<file path="src/rtl/dmag_pkg.sv">
`timescale 1ns/1ps
package dmag_pkg;

    localparam int unsigned AW    = 32;
    localparam int unsigned HALF  = 16;
    localparam int unsigned SELW  = 4;
    localparam int unsigned PTR_N = 2;
    localparam int unsigned PSW   = $clog2(PTR_N);

    typedef logic [AW-1:0] addr_t;

    typedef enum logic [1:0] {
        STEP_KEEP  = 2'd0,
        STEP_TWO   = 2'd1,
        STEP_IDX   = 2'd2,
        STEP_KEEP2 = 2'd3
    } step_e;

    typedef enum logic [SELW-1:0] {
        WSEL_XA    = 4'd0,
        WSEL_XB    = 4'd1,
        WSEL_YA    = 4'd2,
        WSEL_YB    = 4'd3,
        WSEL_XIDX  = 4'd4,
        WSEL_YIDX  = 4'd5,
        WSEL_START = 4'd6,
        WSEL_STOP  = 4'd7,
        WSEL_MODE  = 4'd8
    } wsel_e;

    typedef struct packed {
        addr_t start;
        addr_t stop;
    } ring_t;

    typedef struct packed {
        logic x_on;
        logic y_on;
        logic clash;
    } mode_t;

    function automatic addr_t even(addr_t v);
        return {v[AW-1:1], 1'b0};
    endfunction

    function automatic logic ring_hit(addr_t p, addr_t stop);
        return p[HALF-1:1] == stop[HALF-1:1];
    endfunction

    function automatic addr_t ring_reload(addr_t p, addr_t start);
        return {p[AW-1:HALF], start[HALF-1:1], 1'b0};
    endfunction

    function automatic addr_t step_amount(step_e s, addr_t idx);
        addr_t amt;
        case (s)
            STEP_TWO: amt = addr_t'(2);
            STEP_IDX: amt = even(idx);
            default:  amt = '0;
        endcase
        return amt;
    endfunction

endpackage

</file>
<file path="src/rtl/dmag_next.sv">
`timescale 1ns/1ps
module dmag_next
    import dmag_pkg::*;
(
    input  addr_t cur,
    input  addr_t idx,
    input  step_e step,
    input  logic  mod_en,
    input  ring_t ring,
    output addr_t nxt
);
    logic  wrap;
    addr_t sum;

    always_comb begin
        wrap = mod_en && ring_hit(cur, ring.stop);
        sum  = cur + step_amount(step, idx);
        nxt  = wrap ? ring_reload(cur, ring.start) : even(sum);
    end
endmodule

</file>
<file path="src/rtl/dmag_cfg.sv">
`timescale 1ns/1ps
module dmag_cfg
    import dmag_pkg::*;
(
    input  logic            clk,
    input  logic            rst,
    input  logic            wr_en,
    input  logic [SELW-1:0] wr_sel,
    input  addr_t           wr_data,
    output ring_t           ring,
    output mode_t           mode
);
    addr_t start_q, stop_q;
    logic  xm_q, ym_q;

    always_ff @(posedge clk) begin
        if (rst) begin
            start_q <= '0;
            stop_q  <= '0;
            xm_q    <= 1'b0;
            ym_q    <= 1'b0;
        end else if (wr_en) begin
            if (wr_sel == WSEL_START) start_q <= even(wr_data);
            if (wr_sel == WSEL_STOP)  stop_q  <= even(wr_data);
            if (wr_sel == WSEL_MODE) begin
                xm_q <= wr_data[0];
                ym_q <= wr_data[1];
            end
        end
    end

    always_comb begin
        ring.start = start_q;
        ring.stop  = stop_q;
        mode.x_on  = xm_q;
        mode.y_on  = ym_q & ~xm_q;
        mode.clash = xm_q & ym_q;
    end
endmodule

</file>
<file path="src/rtl/dmag_side.sv">
`timescale 1ns/1ps
module dmag_side
    import dmag_pkg::*;
#(
    parameter logic [PTR_N*SELW-1:0] PTR_CODES = '0,
    parameter logic [SELW-1:0]       IDX_CODE  = '0
) (
    input  logic            clk,
    input  logic            rst,
    input  logic            wr_en,
    input  logic [SELW-1:0] wr_sel,
    input  addr_t           wr_data,
    input  logic            upd,
    input  logic [PSW-1:0]  sel,
    input  step_e           step,
    input  logic            mod_en,
    input  ring_t           ring,
    output addr_t           addr
);
    addr_t idx_q;
    addr_t cur;
    addr_t nxt;
    addr_t ptr_v [PTR_N];

    always_ff @(posedge clk) begin
        if (rst)                             idx_q <= '0;
        else if (wr_en && wr_sel == IDX_CODE) idx_q <= even(wr_data);
    end

    for (genvar g = 0; g < PTR_N; g++) begin : g_ptr
        addr_t q;
        logic  wr_hit;
        logic  up_hit;

        assign wr_hit = wr_en && (wr_sel == PTR_CODES[g*SELW +: SELW]);
        assign up_hit = upd && (int'(sel) == g);

        always_ff @(posedge clk) begin
            if (rst)         q <= '0;
            else if (wr_hit) q <= even(wr_data);
            else if (up_hit) q <= nxt;
        end

        assign ptr_v[g] = q;
    end

    assign cur  = ptr_v[sel];
    assign addr = cur;

    dmag_next u_next (
        .cur    (cur),
        .idx    (idx_q),
        .step   (step),
        .mod_en (mod_en),
        .ring   (ring),
        .nxt    (nxt)
    );
endmodule

</file>
<file path="src/rtl/dmag_top.sv">
`timescale 1ns/1ps
module dmag_top
    import dmag_pkg::*;
(
    input  logic        clk,
    input  logic        rst,
    input  logic        wr_en,
    input  logic [3:0]  wr_sel,
    input  logic [31:0] wr_data,
    input  logic        x_upd,
    input  logic        x_sel,
    input  logic [1:0]  x_step,
    input  logic        y_upd,
    input  logic        y_sel,
    input  logic [1:0]  y_step,
    output logic [31:0] x_addr,
    output logic [31:0] y_addr,
    output logic        mode_clash
);
    ring_t ring_w;
    mode_t mode_w;

    dmag_cfg u_cfg (
        .clk     (clk),
        .rst     (rst),
        .wr_en   (wr_en),
        .wr_sel  (wr_sel),
        .wr_data (wr_data),
        .ring    (ring_w),
        .mode    (mode_w)
    );

    dmag_side #(
        .PTR_CODES ({WSEL_XB, WSEL_XA}),
        .IDX_CODE  (WSEL_XIDX)
    ) u_xside (
        .clk     (clk),
        .rst     (rst),
        .wr_en   (wr_en),
        .wr_sel  (wr_sel),
        .wr_data (wr_data),
        .upd     (x_upd),
        .sel     (x_sel),
        .step    (step_e'(x_step)),
        .mod_en  (mode_w.x_on),
        .ring    (ring_w),
        .addr    (x_addr)
    );

    dmag_side #(
        .PTR_CODES ({WSEL_YB, WSEL_YA}),
        .IDX_CODE  (WSEL_YIDX)
    ) u_yside (
        .clk     (clk),
        .rst     (rst),
        .wr_en   (wr_en),
        .wr_sel  (wr_sel),
        .wr_data (wr_data),
        .upd     (y_upd),
        .sel     (y_sel),
        .step    (step_e'(y_step)),
        .mod_en  (mode_w.y_on),
        .ring    (ring_w),
        .addr    (y_addr)
    );

    assign mode_clash = mode_w.clash;
endmodule

</file>
<file path="config.mk">
export PLATFORM = sky130hd
export DESIGN_NAME = dmag_top
export DESIGN_NICKNAME = d
export VERILOG_FILES = /design/src/rtl/dmag_pkg.sv /design/src/rtl/dmag_next.sv /design/src/rtl/dmag_cfg.sv /design/src/rtl/dmag_side.sv /design/src/rtl/dmag_top.sv
export SDC_FILE = /design/constraint.sdc
export NUM_CORES = 1
export LEC_CHECK = 0
export BUFFER_PORTS_ARGS = -buffer_cell sky130_fd_sc_hd__clkbuf_2
export CORE_MARGIN = 3
export CORE_UTILIZATION = 40
export CTS_CLUSTER_SIZE = 40
export DETAILED_ROUTE_END_ITERATION = 16
export SYNTH_ARGS = -nofsm -noshare
export SYNTH_HDL_FRONTEND = slang
export SYNTH_SLANG_ARGS = --single-unit
</file>
<file path="constraint.sdc">
create_clock -name clk -period 12.2 [get_ports clk]
set_input_delay 3.66 -clock clk [delete_from_list [all_inputs] [get_ports clk]]
set_output_delay 3.66 -clock clk [all_outputs]
set_load 0.02 [all_outputs]
</file>
==> results.py <==
metrics = {
    "status": {
        "status": "finished clean",
    },
    "synth": {
        "synth_most_common_cell": "nand2_1",
        "yosysSeqAreaShare_pct": 30.0,
        "yosysTopAreaCellShare_pct": 30.0,
        "syn_inst": 1925,
        "syn_area_mm2": 0.0145,
        "synth-seq-cells": 218,
        "synth_warnings": 0,
        "ys_top_cells_by_area": "dfxtp_1 (30%), a21oi_1 (7.5%), nand2_1 (7.3%)",
        "avgSynthCellArea_um2": 7.56,
        "synth_top_area_cell": "dfxtp_1",
        "netlist-cell-type-count": 66,
        "synth_edf_count": 0,
        "ys.flop_type": "dfxtp_1",
        "synth-async-reset-ratio_pct": 0,
        "synthTopCellsByCount": "nand2_1 (282), nor2_1 (221), a21oi_1 (218), dfxtp_1 (218), clkbuf_1 (105)",
    },
    "setup_path": {
        "worst-r2r-setup-slack_ns": 8.35,
        "slowest_stage": "buf_4",
        "crit_fanout": 38,
        "r2r_end": "u_yside.g_ptr[1].q[31]$_SDFFE_PP0P_",
        "cpMostUsedCell": "clkbuf_2",
        "crit_end": "y_addr[2]",
        "cp_cell_sequence": "clkbuf_2 -> buf_4 -> mux2i_1 -> inv_1 -> clkbuf_2",
        "crit_family": "buffers and inverters",
        "critPathRequiredTime_ns": 8.54,
        "startpoint": "y_sel",
        "crit_path_end_kind": "output port",
        "crit_type": "in -> out",
        "cp.depth": 5,
        "startpoint_type": "primary input",
        "path_buf_inv": 4,
        "cp.arrival_ns": 5.03,
        "slowest_delay_ns": 0.47,
        "r2r_cells": 14,
        "reg2reg_from": "u_yside.idx_q[1]$_SDFFE_PP0P_",
    },
    "floorplanning": {
        "fp.dieW_um": 197,
        "dieHeight_um": 197,
        "num_io_pins": 112,
        "die-area_mm2": 0.0387,
        "core-area_mm2": 0.0357,
        "initial_core_util_pct": 40.7,
        "std_cell_rows": 69,
    },
    "final_layout": {
        "drive_above_1_share_pct": 13.2,
        "fin_area_mm2": 0.0162,
        "regArea_mm2": 0.00436,
        "nFillCells": 3654,
        "multi_input_area_mm2": 0.00953,
        "instances_no_fill": 2434,
        "final_util_pct": 45.4,
        "finalNetCount": 2066,
        "syn_to_final_growth_pct": 11.5,
    },
    "detailed_routing": {
        "drtIter0Drc": 1179,
        "drc": 0,
        "ant_nets": 0,
        "wl_per_cell_um": 21.6,
        "first_pass_iters": 5,
        "vias": 14500,
        "finalWirelength_um": 52500,
        "vias_per_cell": 5.97,
    },
    "timing": {
        "worst_pin_slew_ns": 1.04,
        "min_period_over_period_pct": 71.2,
        "fin_skew_ns": 0.0176,
        "fmax_mhz": 115,
        "tns_ns": 0,
        "period_needed_ns": 8.69,
        "setup_viol": 0,
        "hold_violations": 0,
        "drv_slew": 0,
        "relSlewSlack_pct": 30.7,
        "rsz0062_at_grt": "no",
    },
    "clock_tree": {
        "ctsResizeCount": 0,
        "clockRootBuffer": "clkbuf_16",
        "clk_path_buf_depth": 3,
        "clk_pin_slew_ns": 0.06,
        "cts_tree": "done",
        "postCtsSetupRepairBufs": 0,
        "cts-buffers-inserted": 26,
        "cts.sinks": 218,
        "clkLatencyLatePin_ns": 0.54,
        "cts_hold_buf": 0,
        "h-tree-depth": 1,
    },
    "power_and_ir_drop": {
        "ir_drop_uv": 102,
        "power.leakage_nw": 6.87,
        "pwr_density_cell_mw_per_mm2": 114,
        "total_power_mw": 1.84,
    },
    "placement": {
        "place_area_mm2": 0.0153,
        "place.gp.congestion": 0.947,
        "hpwlAfterDp_um": 36700,
        "io_buffers": 109,
        "dp_cells": 2386,
    },
    "global_route": {
        "grt_pass1_vias": 14100,
        "grt_antenna_before_repair": 1,
        "grt.overflow.total": 0,
        "track_usage_pct": 26.3,
        "grt_pass1_wl_um": 80700,
        "grt_start_max_net_pins": 127,
    },
    "min_path": {
        "hp-class": "reg -> reg",
    },
    "flow_run": {
        "cap_viol_max_count": 0,
    },
}
[per-layer routing]
metal  up-vias  wire length (µm)  global-route usage [%]
li1       6871                 -                       -
met1      6935             22500                    34.8
met2       574             23800                    42.9
met3       137              3530                    3.74
met4         2              2640                    11.4
met5         -                17                       0
[cells in the final DEF, fill, tap and decap left out, types with 57 or more instances in the layout]
cell type    n
ha_1        64
and2_1      70
mux2_2      57
nor2_1     215
clkbuf_2   108
nand2_1    282
a21oi_1    218
o21ai_0     69
dfxtp_1    218
a211oi_1    66
[worst min-delay path, stage by stage, from the launching register on]
cell     delay, ns
dfxtp_1       0.30
nand2_1       0.05
a21oi_1       0.05
[cells by family (layout without fill, tap and decap cells)]
| family | Yosys count | after routing | share of synthesized area [%] |
|---|---|---|---|
| compound gates | 546 | 546 | 23.8 |
| xor+xnor | 58 | 58 | 3.49 |
| fa+ha+maj | 66 | 66 | 5.78 |
| flops | 218 | 218 | 30.0 |
| mux | 108 | 108 | 8.13 |
| buf+inv | 166 | 212 | 4.72 |
| simple gates | 762 | 762 | 24.1 |
| other cells | 1 | 3 | 0.0258 |
[stage by stage]
step                      hold slack (ns)  setup slack, ns
final                               0.450             3.51
after global routing                0.468             3.36
after CTS                           0.451             3.53
after detailed placement            0.442             3.52
after global placement              0.438             3.57
after floorplan                     0.432             3.50
[worst min path at each step]
| stage | startpoint | endpoint | slack [ns] | cells past startpoint |
|---|---|---|---|---|
| 2_1_floorplan | u_xside.idx_q[10]$_SDFFE_PP0P_ | u_xside.idx_q[10]$_SDFFE_PP0P_ | 0.43 | 2 |
| 3_3_place_gp | u_xside.idx_q[9]$_SDFFE_PP0P_ | u_xside.idx_q[9]$_SDFFE_PP0P_ | 0.44 | 2 |
| 3_5_place_dp | u_xside.idx_q[19]$_SDFFE_PP0P_ | u_xside.idx_q[19]$_SDFFE_PP0P_ | 0.44 | 2 |
| 4_1_cts | u_xside.idx_q[19]$_SDFFE_PP0P_ | u_xside.idx_q[19]$_SDFFE_PP0P_ | 0.45 | 2 |
| 5_1_grt | u_xside.idx_q[13]$_SDFFE_PP0P_ | u_xside.idx_q[13]$_SDFFE_PP0P_ | 0.47 | 2 |
| 6_report | u_xside.idx_q[19]$_SDFFE_PP0P_ | u_xside.idx_q[19]$_SDFFE_PP0P_ | 0.45 | 2 |
[area by class of cell]
cell class	instances	area share, %
clock inverters	9	0.525
flip-flops and latches	218	26.9
well taps	461	3.56
multi-input cells	1542	58.8
diodes	1	0.0154
inverters	31	0.718
clock buffers	38	4.92
repair buffers	134	4.56
[power breakdown]
| group | internal (mW) | leakage [nW] | switching (mW) | total (mW) |
|---|---|---|---|---|
| logic | 0.101 | 4.67 | 0.190 | 0.291 |
| registers | 0.740 | 1.77 | 0.0164 | 0.756 |
| clock network | 0.473 | 0.428 | 0.323 | 0.796 |
[sequential cells by signal, indices dropped and copies added (netlist names)]
name	flops
u_cfg.start_q	15
u_cfg.stop_q	15
u_cfg.xm_q	1
u_cfg.ym_q	1
u_xside.g_ptr.q	62
u_xside.idx_q	31
u_yside.g_ptr.q	62
u_yside.idx_q	31
Note: power is estimated with default switching activity, not from simulation.
